<file path="src/rtl/wdrr_sched.sv">
module wdrr_sched #(
  parameter int NQ    = 8,
  parameter int DEPTH = 16,
  parameter int LENW  = 12,
  parameter int TOKW  = 16,
  parameter int DCW   = 16,
  localparam int QW   = $clog2(NQ),
  localparam int CW   = $clog2(DEPTH + 1)
) (
  input  logic            clk,
  input  logic            rst_n,
  input  logic            cfg_we,
  input  logic [QW-1:0]   cfg_qid,
  input  logic [LENW-1:0] cfg_quantum,
  input  logic [CW-1:0]   cfg_limit,
  input  logic [TOKW-1:0] cfg_rate,
  input  logic [TOKW-1:0] cfg_burst,
  input  logic [QW-1:0]   cfg_rd_qid,
  output logic [DCW-1:0]  cfg_drops,
  input  logic            enq_valid,
  input  logic [QW-1:0]   enq_qid,
  input  logic [LENW-1:0] enq_len,
  output logic            enq_drop,
  input  logic            deq_ready,
  output logic            deq_valid,
  output logic [QW-1:0]   deq_qid,
  output logic [LENW-1:0] deq_len
);
  localparam int AW   = $clog2(DEPTH);
  localparam int DEFW = LENW + 2;

  logic [LENW-1:0] mem   [NQ][DEPTH];
  logic [AW-1:0]   wp    [NQ];
  logic [AW-1:0]   rp    [NQ];
  logic [CW-1:0]   cnt   [NQ];
  logic [LENW-1:0] quant [NQ];
  logic [CW-1:0]   lim   [NQ];
  logic [DCW-1:0]  drops [NQ];
  logic [DEFW-1:0] dfc   [NQ];
  logic [QW-1:0]   ptr;
  logic            fresh;
  logic [TOKW-1:0] tok;

  logic [LENW-1:0] head_len;
  logic            enq_ok, fits, pop;
  logic [QW-1:0]   nxt;
  logic [TOKW:0]   tsum;

  assign head_len  = mem[ptr][rp[ptr]];
  assign enq_drop  = enq_valid && (cnt[enq_qid] >= lim[enq_qid] || cnt[enq_qid] == CW'(DEPTH));
  assign enq_ok    = enq_valid && !enq_drop;
  assign fits      = DEFW'(head_len) <= dfc[ptr];
  assign deq_valid = (cnt[ptr] != '0) && !fresh && fits && (TOKW'(head_len) <= tok);
  assign pop       = deq_valid && deq_ready;
  assign deq_qid   = ptr;
  assign deq_len   = head_len;
  assign cfg_drops = drops[cfg_rd_qid];
  assign nxt       = (ptr == QW'(NQ - 1)) ? '0 : ptr + 1'b1;
  assign tsum      = {1'b0, tok} - (pop ? (TOKW+1)'(head_len) : '0) + {1'b0, cfg_rate};

  always_ff @(posedge clk)
    if (enq_ok) mem[enq_qid][wp[enq_qid]] <= enq_len;

  always_ff @(posedge clk or negedge rst_n) begin
    if (!rst_n) begin
      for (int q = 0; q < NQ; q++) begin
        wp[q] <= '0; rp[q] <= '0; cnt[q] <= '0;
      end
    end else begin
      for (int q = 0; q < NQ; q++) begin
        if (enq_ok && enq_qid == QW'(q)) wp[q] <= wp[q] + 1'b1;
        if (pop && ptr == QW'(q))        rp[q] <= rp[q] + 1'b1;
        cnt[q] <= cnt[q] + CW'(enq_ok && enq_qid == QW'(q)) - CW'(pop && ptr == QW'(q));
      end
    end
  end

  always_ff @(posedge clk or negedge rst_n) begin
    if (!rst_n) begin
      for (int q = 0; q < NQ; q++) begin
        quant[q] <= '0; lim[q] <= CW'(DEPTH); drops[q] <= '0;
      end
    end else begin
      if (cfg_we) begin
        quant[cfg_qid] <= cfg_quantum;
        lim[cfg_qid]   <= cfg_limit;
      end
      if (enq_drop) drops[enq_qid] <= drops[enq_qid] + 1'b1;
    end
  end

  always_ff @(posedge clk or negedge rst_n) begin
    if (!rst_n) tok <= '0;
    else        tok <= (tsum > {1'b0, cfg_burst}) ? cfg_burst : tsum[TOKW-1:0];
  end

  always_ff @(posedge clk or negedge rst_n) begin
    if (!rst_n) begin
      ptr   <= '0;
      fresh <= 1'b1;
      for (int q = 0; q < NQ; q++) dfc[q] <= '0;
    end else if (deq_ready) begin
      if (cnt[ptr] == '0) begin
        dfc[ptr] <= '0; ptr <= nxt; fresh <= 1'b1;
      end else if (fresh) begin
        dfc[ptr] <= dfc[ptr] + DEFW'(quant[ptr]); fresh <= 1'b0;
      end else if (!fits) begin
        ptr <= nxt; fresh <= 1'b1;
      end else if (pop) begin
        if (cnt[ptr] == CW'(1)) begin
          dfc[ptr] <= '0; ptr <= nxt; fresh <= 1'b1;
        end else begin
          dfc[ptr] <= dfc[ptr] - DEFW'(head_len);
        end
      end
    end
  end

  p_drop_count_r3: assert property (@(posedge clk) disable iff (!rst_n)
    enq_drop |=> drops[$past(enq_qid)] == $past(drops[enq_qid]) + 1'b1);

  p_debit_r5: assert property (@(posedge clk) disable iff (!rst_n)
    pop && cnt[ptr] > CW'(1) |=> dfc[$past(ptr)] == $past(dfc[ptr]) - DEFW'($past(deq_len)));

  p_empty_clear_r7: assert property (@(posedge clk) disable iff (!rst_n)
    pop && cnt[ptr] == CW'(1) |=> dfc[$past(ptr)] == '0 && fresh);

  p_bucket_cap_r8: assert property (@(posedge clk) disable iff (!rst_n)
    rst_n |=> tok <= $past(cfg_burst));

  p_freeze_r9: assert property (@(posedge clk) disable iff (!rst_n)
    !deq_ready |=> $stable(ptr) && $stable(fresh));

  p_no_overfill_r2: assert property (@(posedge clk) disable iff (!rst_n)
    enq_valid && cnt[enq_qid] == CW'(DEPTH) |-> enq_drop);
endmodule

</file>
<file path="config.mk">
export PLATFORM = sky130hd
export DESIGN_NAME = wdrr_sched
export DESIGN_NICKNAME = d
export VERILOG_FILES = /design/src/rtl/wdrr_sched.sv
export SDC_FILE = /design/constraint.sdc
export NUM_CORES = 2
export LEC_CHECK = 0
export BUFFER_PORTS_ARGS = -buffer_cell sky130_fd_sc_hd__buf_4
export CORE_UTILIZATION = 39
export CTS_CLUSTER_SIZE = 14
export DETAILED_ROUTE_END_ITERATION = 10
export SLEW_MARGIN = 20
export SYNTH_ARGS = -nofsm -noshare
export SYNTH_HDL_FRONTEND = slang
export SYNTH_SLANG_ARGS = --single-unit
export TNS_END_PERCENT = 5
</file>
<file path="constraint.sdc">
create_clock -name clk -period 9 [get_ports clk]
set_clock_uncertainty 0.05 [all_clocks]
set_input_delay 1.8 -clock clk [delete_from_list [all_inputs] [get_ports clk]]
set_output_delay 1.8 -clock clk [all_outputs]
set_load 0.02 [all_outputs]
</file>
# Word-level counts from Yosys, hierarchy flattened
# Memory sizes are Yosys's and may differ from the RTL's.
# Index checks and enable logic that the tools add are counted.
word_totals:
  ram_bits: 1536
  regBits: 500
  output_inout_bits: 33
  in_bits: 75
  memories: 1
  wordCells: 241
classes:
  magnitude_cmp: 14
  muxes: 65
  add_sub_neg: 38
  n_reduce_logical: 37
  bitwise_logic: 8
  eq_ne: 19
mem_list:
  columns: ["memory", "words", "width", "read_ports", "rd_clocked_by_memory_dff", "write_ports", "line", "source"]
  rows:
  - ["mem", 8, 192, 1, 0, 1, "32", "logic [LENW-1:0] mem [NQ][DEPTH];"]
ops:
  columns: ["op", "n"]
  rows:
  - ["112-bit 2-to-1 mux", 5]
  - ["112-bit bitwise mux", 2]
  - ["192-bit 2-to-1 mux", 1]
  - ["128-bit bitwise mux", 1]
  - ["112-bit bitwise AND", 1]
  - ["112-bit NOT", 1]
  - ["16-bit binary-select mux with 3-bit select", 2]
  - ["96-bit bitwise mux", 1]
  - ["16-bit 2-to-1 mux", 6]
  - ["12-bit 2-to-1 mux", 7]
  - ["4-bit by 1-bit adder with 4-bit output (second input constant)", 16]
  - ["12-bit binary-select mux with 4-bit select", 1]
  - ["12-bit demux with 4-bit select", 1]
  - ["16-bit demux with 3-bit select", 1]
  - ["5-bit binary-select mux with 3-bit select", 3]
  - ["14-bit binary-select mux with 3-bit select", 1]
  - ["14-bit demux with 3-bit select", 1]
  - ["14-bit 2-to-1 mux", 3]
  - ["5-bit by 1-bit adder with 5-bit output", 8]
  - ["40-bit bitwise mux", 1]
  - ["5-bit by 1-bit subtractor with 5-bit output", 8]
  - ["12-bit binary-select mux with 3-bit select", 1]
  - ["12-bit demux with 3-bit select", 1]
  - ["5-bit 2-to-1 mux", 7]
  - ["37 further kinds", 101]

# Longest topological paths before layout
logic_depth:
  ltp_word: 17
  depth_mapped: 44
  mapped_depth_nobuf: 34

# Worst setup path before layout
# OpenSTA, ideal clock, no wires.
synth_path:
  path_kind: "register to register"
  from: "register ptr[1], in the netlist deq_qid[1]"
  to: "register tok[10]"
  path_slack_ns: -0.437
  period_less_slack_ns: 9.437
  n_path_buf: 7
  t_arrival_ns: 9.262
  stages_incl_launch_ff: 41
  t_required_ns: 8.825
  cell_sequence: "dfrtp_1 -> buf_6 -> buf_6 -> buf_6 -> mux4_2 -> mux2i_1 -> clkbuf_1 -> clkbuf_1 -> o211ai_1 -> nand3_1 -> a32oi_1 -> inv_1 -> ha_1 -> inv_1 -> fa_1 -> a211oi_1 -> o21ai_0 -> a21o_1 -> [5 not listed] -> inv_1 -> ha_1 -> fa_1 -> a21oi_1 -> o2111ai_1 -> a41oi_1 -> nor2_1 -> o41ai_1 -> xnor2_1 -> ha_1 -> nand2_1 -> nor2_1 -> nand3_1 -> nor3_1 -> a21oi_1 -> a211oi_2 -> clkbuf_1 -> mux2_2"
synth_between:
  elab_chain_cells: 17
  word_cells_on_any_way: 27
  cone_classes: "2 x add/sub; 3 x order compare; 14 x mux; 2 x bitwise; 5 x reduce/logical; 1 x memory"
synth_rtl:
  columns: ["element", "line", "source"]
  rows:
  - ["start: declaration", "40", "logic [QW-1:0] ptr;"]
  - ["start signal: assignment", "99", "ptr <= '0;"]
  - ["start signal: assignment", "104", "dfc[ptr] <= '0; ptr <= nxt; fresh <= 1'b1;"]
  - ["start signal: assignment", "108", "ptr <= nxt; fresh <= 1'b1;"]
  - ["3-bit NOT with 4-bit output (implied by the code)", "49", "assign head_len = mem[ptr][rp[ptr]];"]
  - ["4-bit binary-select mux with 3-bit select", "49", null]
  - ["4-bit 2-to-1 mux (implied by the code) (2 in a row)", "49", null]
  - ["4-bit NOT with 5-bit output (implied by the code)", "49", null]
  - ["12-bit binary-select mux with 4-bit select *", "49", null]
  - ["12-bit 2-to-1 mux (implied by the code) * (2 in a row)", "49", null]
  - ["named net deq_len[0]", "27", "output logic [LENW-1:0] deq_len"]
  - ["12-bit by 14-bit less-or-equal comparator with 1-bit output", "52", "assign fits = DEFW'(head_len) <= dfc[ptr];"]
  - ["1-bit logical AND (2 in a row)", "53", "assign deq_valid = (cnt[ptr] != '0) && !fresh && fits && (TOKW'(head_len) <= tok);"]
  - ["1-bit logical AND", "54", "assign pop = deq_valid && deq_ready;"]
  - ["12-bit 2-to-1 mux *", "59", "assign tsum = {1'b0, tok} - (pop ? (TOKW+1)'(head_len) : '0) + {1'b0, cfg_rate};"]
  - ["16-bit by 12-bit subtractor with 17-bit output *", "59", null]
  - ["17-bit by 16-bit adder with 17-bit output *", "59", null]
  - ["17-bit by 16-bit > comparator with 1-bit output", "94", "else tok <= (tsum > {1'b0, cfg_burst}) ? cfg_burst : tsum[TOKW-1:0];"]
  - ["16-bit 2-to-1 mux *", "94", null]
  - ["end signal: assignment", "94", null]
  - ["end: declaration", "42", "logic [TOKW-1:0] tok;"]
# The timed path passes the listed nets; every way through them passes the cells marked *. The select of a mux whose other input is x is not followed.
# A chain may end at the register's enable or synchronous reset.

# Worst setup path in the final report
layout_path:
  from: "register ptr[2], in the netlist deq_qid[2]"
  to: "register tok[13]"
layout_between:
  elab_chain_cells: 17
  word_cells_on_any_way: 27
  cone_classes: "2 x add/sub; 3 x order compare; 14 x mux; 2 x bitwise; 5 x reduce/logical; 1 x memory"
layout_rtl:
  columns: ["element", "line"]
  rows:
  - ["3-bit NOT with 4-bit output (implied by the code)", "49, 52, 53"]
  - ["4-bit binary-select mux with 3-bit select", "49"]
  - ["4-bit 2-to-1 mux (implied by the code) (2 in a row)", "49"]
  - ["4-bit NOT with 5-bit output (implied by the code)", "49"]
  - ["12-bit binary-select mux with 4-bit select", "49"]
  - ["12-bit 2-to-1 mux (implied by the code) (2 in a row)", "49"]
  - ["12-bit by 14-bit less-or-equal comparator with 1-bit output", "52"]
  - ["1-bit logical AND (2 in a row)", "53"]
  - ["1-bit logical AND", "54"]
  - ["12-bit 2-to-1 mux *", "59"]
  - ["16-bit by 12-bit subtractor with 17-bit output *", "59"]
  - ["17-bit by 16-bit adder with 17-bit output *", "59"]
  - ["17-bit by 16-bit > comparator with 1-bit output", "94"]
  - ["16-bit 2-to-1 mux *", "94"]
# Mark *: on every way between the ends. The rest lies on a longest branch, timed or not. The select of a mux whose other input is x is not followed.

==> key figures <==
Final layout
  – Area Growth Syn to Fin: 19.3%
  – Fillers: 19300
  – Share of layout cells above drive strength 1: 33.9%
  – Nets: 6476

Hold path
  – Hold Path End: rp[15]
  – Hold path cells: 1
  – Hold Path Class: reg -> reg
  – Hold wc startpoint: rp[15]

Die
  – Initial Util: 39.2%
  – Die area: 230000 um2
  – Core ar.: 227000 um2
  – Die height: 480 um
  – I/O pins: 108
  – Row cnt: 175
  – Die W: 480 um

Setup path
  – Reg2Reg Setup Slack: 0.06 ns
  – Crit path max-delay cell type: dfrtp_4
  – Reg-to-reg critical path startpoint: deq_qid[2]
  – Reg-to-reg endpoint: tok[13]
  – Setup crit end kind: register
  – R2r worst-path depth: 39
  – Arrival @ worst endpoint: 9.65 ns
  – Setup Crit Path Kind: reg -> reg
  – Max incr delay on CP: 0.54 ns
  – Startpoint Class: register
  – WP data required: 9.72 ns
  – CP Launch Point: deq_qid[2]
  – Most used cell, CP: buf_4
  – Top fanout value on the critical path: 15

Synth
  – Top_reg_cell synth: edfxtp_1
  – Avg Cell Area, Syn: 15.9 um2
  – Fraction of registers with async set/reset: 24.6%
  – Synth Net Count: 5840
  – Yosys warns: 0
  – Synth Instances: 5602
  – Unique masters post-synth: 100
  – Synth top area share: 51.8%
  – Mapped cell area: 89000 um2
  – EDFF count, synth: 1536
  – Seq/Total Area, Yosys: 65.9%
  – Yosys reg bits: 2036
  – Yosys top cell by area: edfxtp_1
  – Area contributors post-synth: edfxtp_1 52%, dfrtp_1 14%, mux2_2 7.5%, mux4_2 4.6%, mux2i_1 2.3%

Power and ir drop
  – Int Power: 25500 uW
  – Clk pwr share: 20.3%
  – Power share of the sequential group: 26.3%
  – Net Sw Frac: 41.0%
  – Comb power frac: 53.4%
  – Static leakage: 0.0391 uW
  – Pwr per Cell Area: 407 nW/um2
  – Switching power: 17800 uW
  – Maximum vdd drop: 0.417 mV
  – Post-layout power: 43300 uW

STA
  – Final hold vios: 0
  – Final period util: 99.3%
  – Slew headroom: 21.4%
  – Hold_ws: 0.417 ns
  – Fmax: 112 MHz
  – Setup_tns: 0 ns
  – Final setup fails: 0
  – Slew Limit Fails: 0
  – RSZ-0062 raised after global routing: true
  – Actual slew at the worst max-slew pin: 1.18 ns
  – Fin crit period: 8.94 ns

Clock network
  – Clock slew at reported path FFs: 0.06 ns
  – Hold-fix buffers, CTS: 0
  – H-tree depth: 4
  – Worst-skew pair later-pin latency: 0.90 ns
  – Clk sink count: 2036
  – Root Buffer: clkbuf_16
  – TritonCTS clock tree: yes
  – Clock Path Buffers: 3
  – Cts bufs inserted: 205

Routing
  – Router iterations before antenna repair: 5
  – DRC: 0
  – Routed Antenna Nets: 0
  – WL/cell: 30.8 um
  – DR vias: 57000
  – Drt first-iter violations: 7041
  – Total Wirelength: 290 mm
  – Post-DR vias/cell: 6.05

Global route
  – Largest net degree at the start of global routing: 171
  – Antenna violations before repair: 6
  – Tot GR Track Use: 24.9%
  – Remaining global-route overflow: 0
  – Number of global-route vias before repair: 56600
  – First-pass GRT wire length: 415 mm

Placement
  – Port Buffers: 107
  – GPL Wtd Cong: 0.915
  – Final HPWL DP: 189 mm

Run status
  – Status: completed

Run
  – Max cap viols: 0
area by class of cell:
type                    count  area (um2)  area share, %
flip-flops and latches   2036       58700           55.2
clock buffers             253        5460           5.14
clock inverters           127        1460           1.37
repair buffers            811        7170           6.75
well taps                3009        3760           3.54
diodes                      7        17.5         0.0165
multi-input cells        3017       29100           27.4
inverters                 167         634          0.597
cells in the final DEF (no fill, tap or decap), drive strengths merged, types with 72 or more instances in the layout:
cell | netlist | final
nor3 | 185 | 185
clkbuf | 151 | 254
o21ai | 86 | 86
a221oi | 185 | 185
a22oi | 163 | 163
mux4 | 180 | 180
nor2 | 139 | 139
inv | 167 | 175
nand3 | 79 | 79
mux2 | 594 | 594
xnor2 | 72 | 72
clkinv | 0 | 91
edfxtp | 1536 | 1536
a21oi | 123 | 123
ha | 141 | 141
mux2i | 206 | 206
dfrtp | 491 | 491
buf | 231 | 810
nand2 | 118 | 118
worst max-delay path by stage:
stage	to	slack, ns	depth (start not counted)
global placement	tok[1]	-0.78	36
detailed placement	tok[1]	-0.49	36
finish	tok[13]	0.06	39
global route	tok[11]	-0.18	39
CTS	tok[1]	0.01	35
floorplan	tok[10]	0.05	42
worst max-delay path: cells and delay by family, from the launching register on:
kind	cells	cell delay, ns
adders and majority gates	4	1.37
and+or+nand+nor	11	1.74
xor gates and xnor gates	1	0.15
DFF	1	0.54
muxes	1	0.34
buffers and inverters	10	1.66
AOI/OAI and AO/OA	12	2.90
sequential cells by signal, summed over array words and instances, names as in the netlist:
name / cells
quant: 96
wp: 32
dfc: 112
cnt: 40
rp: 32
fresh: 1
drops: 128
lim: 40
deq_qid: 3
mem: 1536
tok: 16
synth_stat cells, types with 16 or more instances:
cell,count
edfxtp_1,1536
mux2_2,593
dfrtp_1,491
mux2i_1,206
a221oi_1,185
mux4_2,180
nor3_1,178
inv_1,166
a22oi_1,163
clkbuf_1,151
ha_1,141
nor2_1,139
a21oi_1,122
nand2_1,117
buf_2,113
o21ai_0,83
nand3_1,77
xnor2_1,72
a221o_1,64
buf_4,56
o22ai_1,49
a211oi_1,45
xor2_1,44
a31oi_1,39
a21o_1,37
a22o_1,33
buf_1,32
o211ai_1,32
buf_6,30
a222oi_1,25
and3_1,25
nand4_1,23
fa_1,22
o221ai_1,22
nand2b_1,16
layer usage:
layer	share of wire, %	up-vias	global-route usage [%]	routed length (um)
met5	0.0024	-	0	7
met4	4.3	2	9.87	12600
met3	9.5	596	5.44	27600
met2	46	3136	38.8	134000
met1	40	29600	33.7	116000
li1	-	23700	-	-
metrics by stage:
stage	util [%]	setup slack, ns	instance area [um2]	std cells
finish	46.8	0.0646	106000	9427
global route	46.8	-0.179	106000	9421
CTS	46.6	0.0119	106000	9400
detailed placement	43.4	-0.489	98600	9009
global placement	43.4	-0.778	98500	9009
floorplan	-	0.0451	89100	5602
logic make-up after synthesis:
family | Yosys count | share of synthesized area (%)
flip-flops | 2036 | 65.9
AO/OA/AOI/OAI | 1063 | 9.18
multiplexers | 980 | 14.4
AND/OR/NAND/NOR | 695 | 3.98
buffers and inverters | 549 | 2.96
adder cells (fa/ha/maj) | 163 | 2.48
XOR/XNOR | 116 | 1.14
power groups by stage:
stage | Clock [uW] | Sequential (uW) | Combinational [uW]
after global placement | 0 | 11500 | 21700
after detailed placement | 0 | 11600 | 21900
after CTS | 8880 | 11400 | 22200
after global routing | 9250 | 11500 | 24300
after floorplan | 0 | 11400 | 11700
final | 8780 | 11400 | 23100
repair_timing:
action                     CTS  global route
gates cloned                 1             1
gates resized for setup     39            52
setup endpoints to repair   16            16
pin swaps                   10            41
setup buffers               10            19
Note: power is estimated with default switching activity, not from simulation.
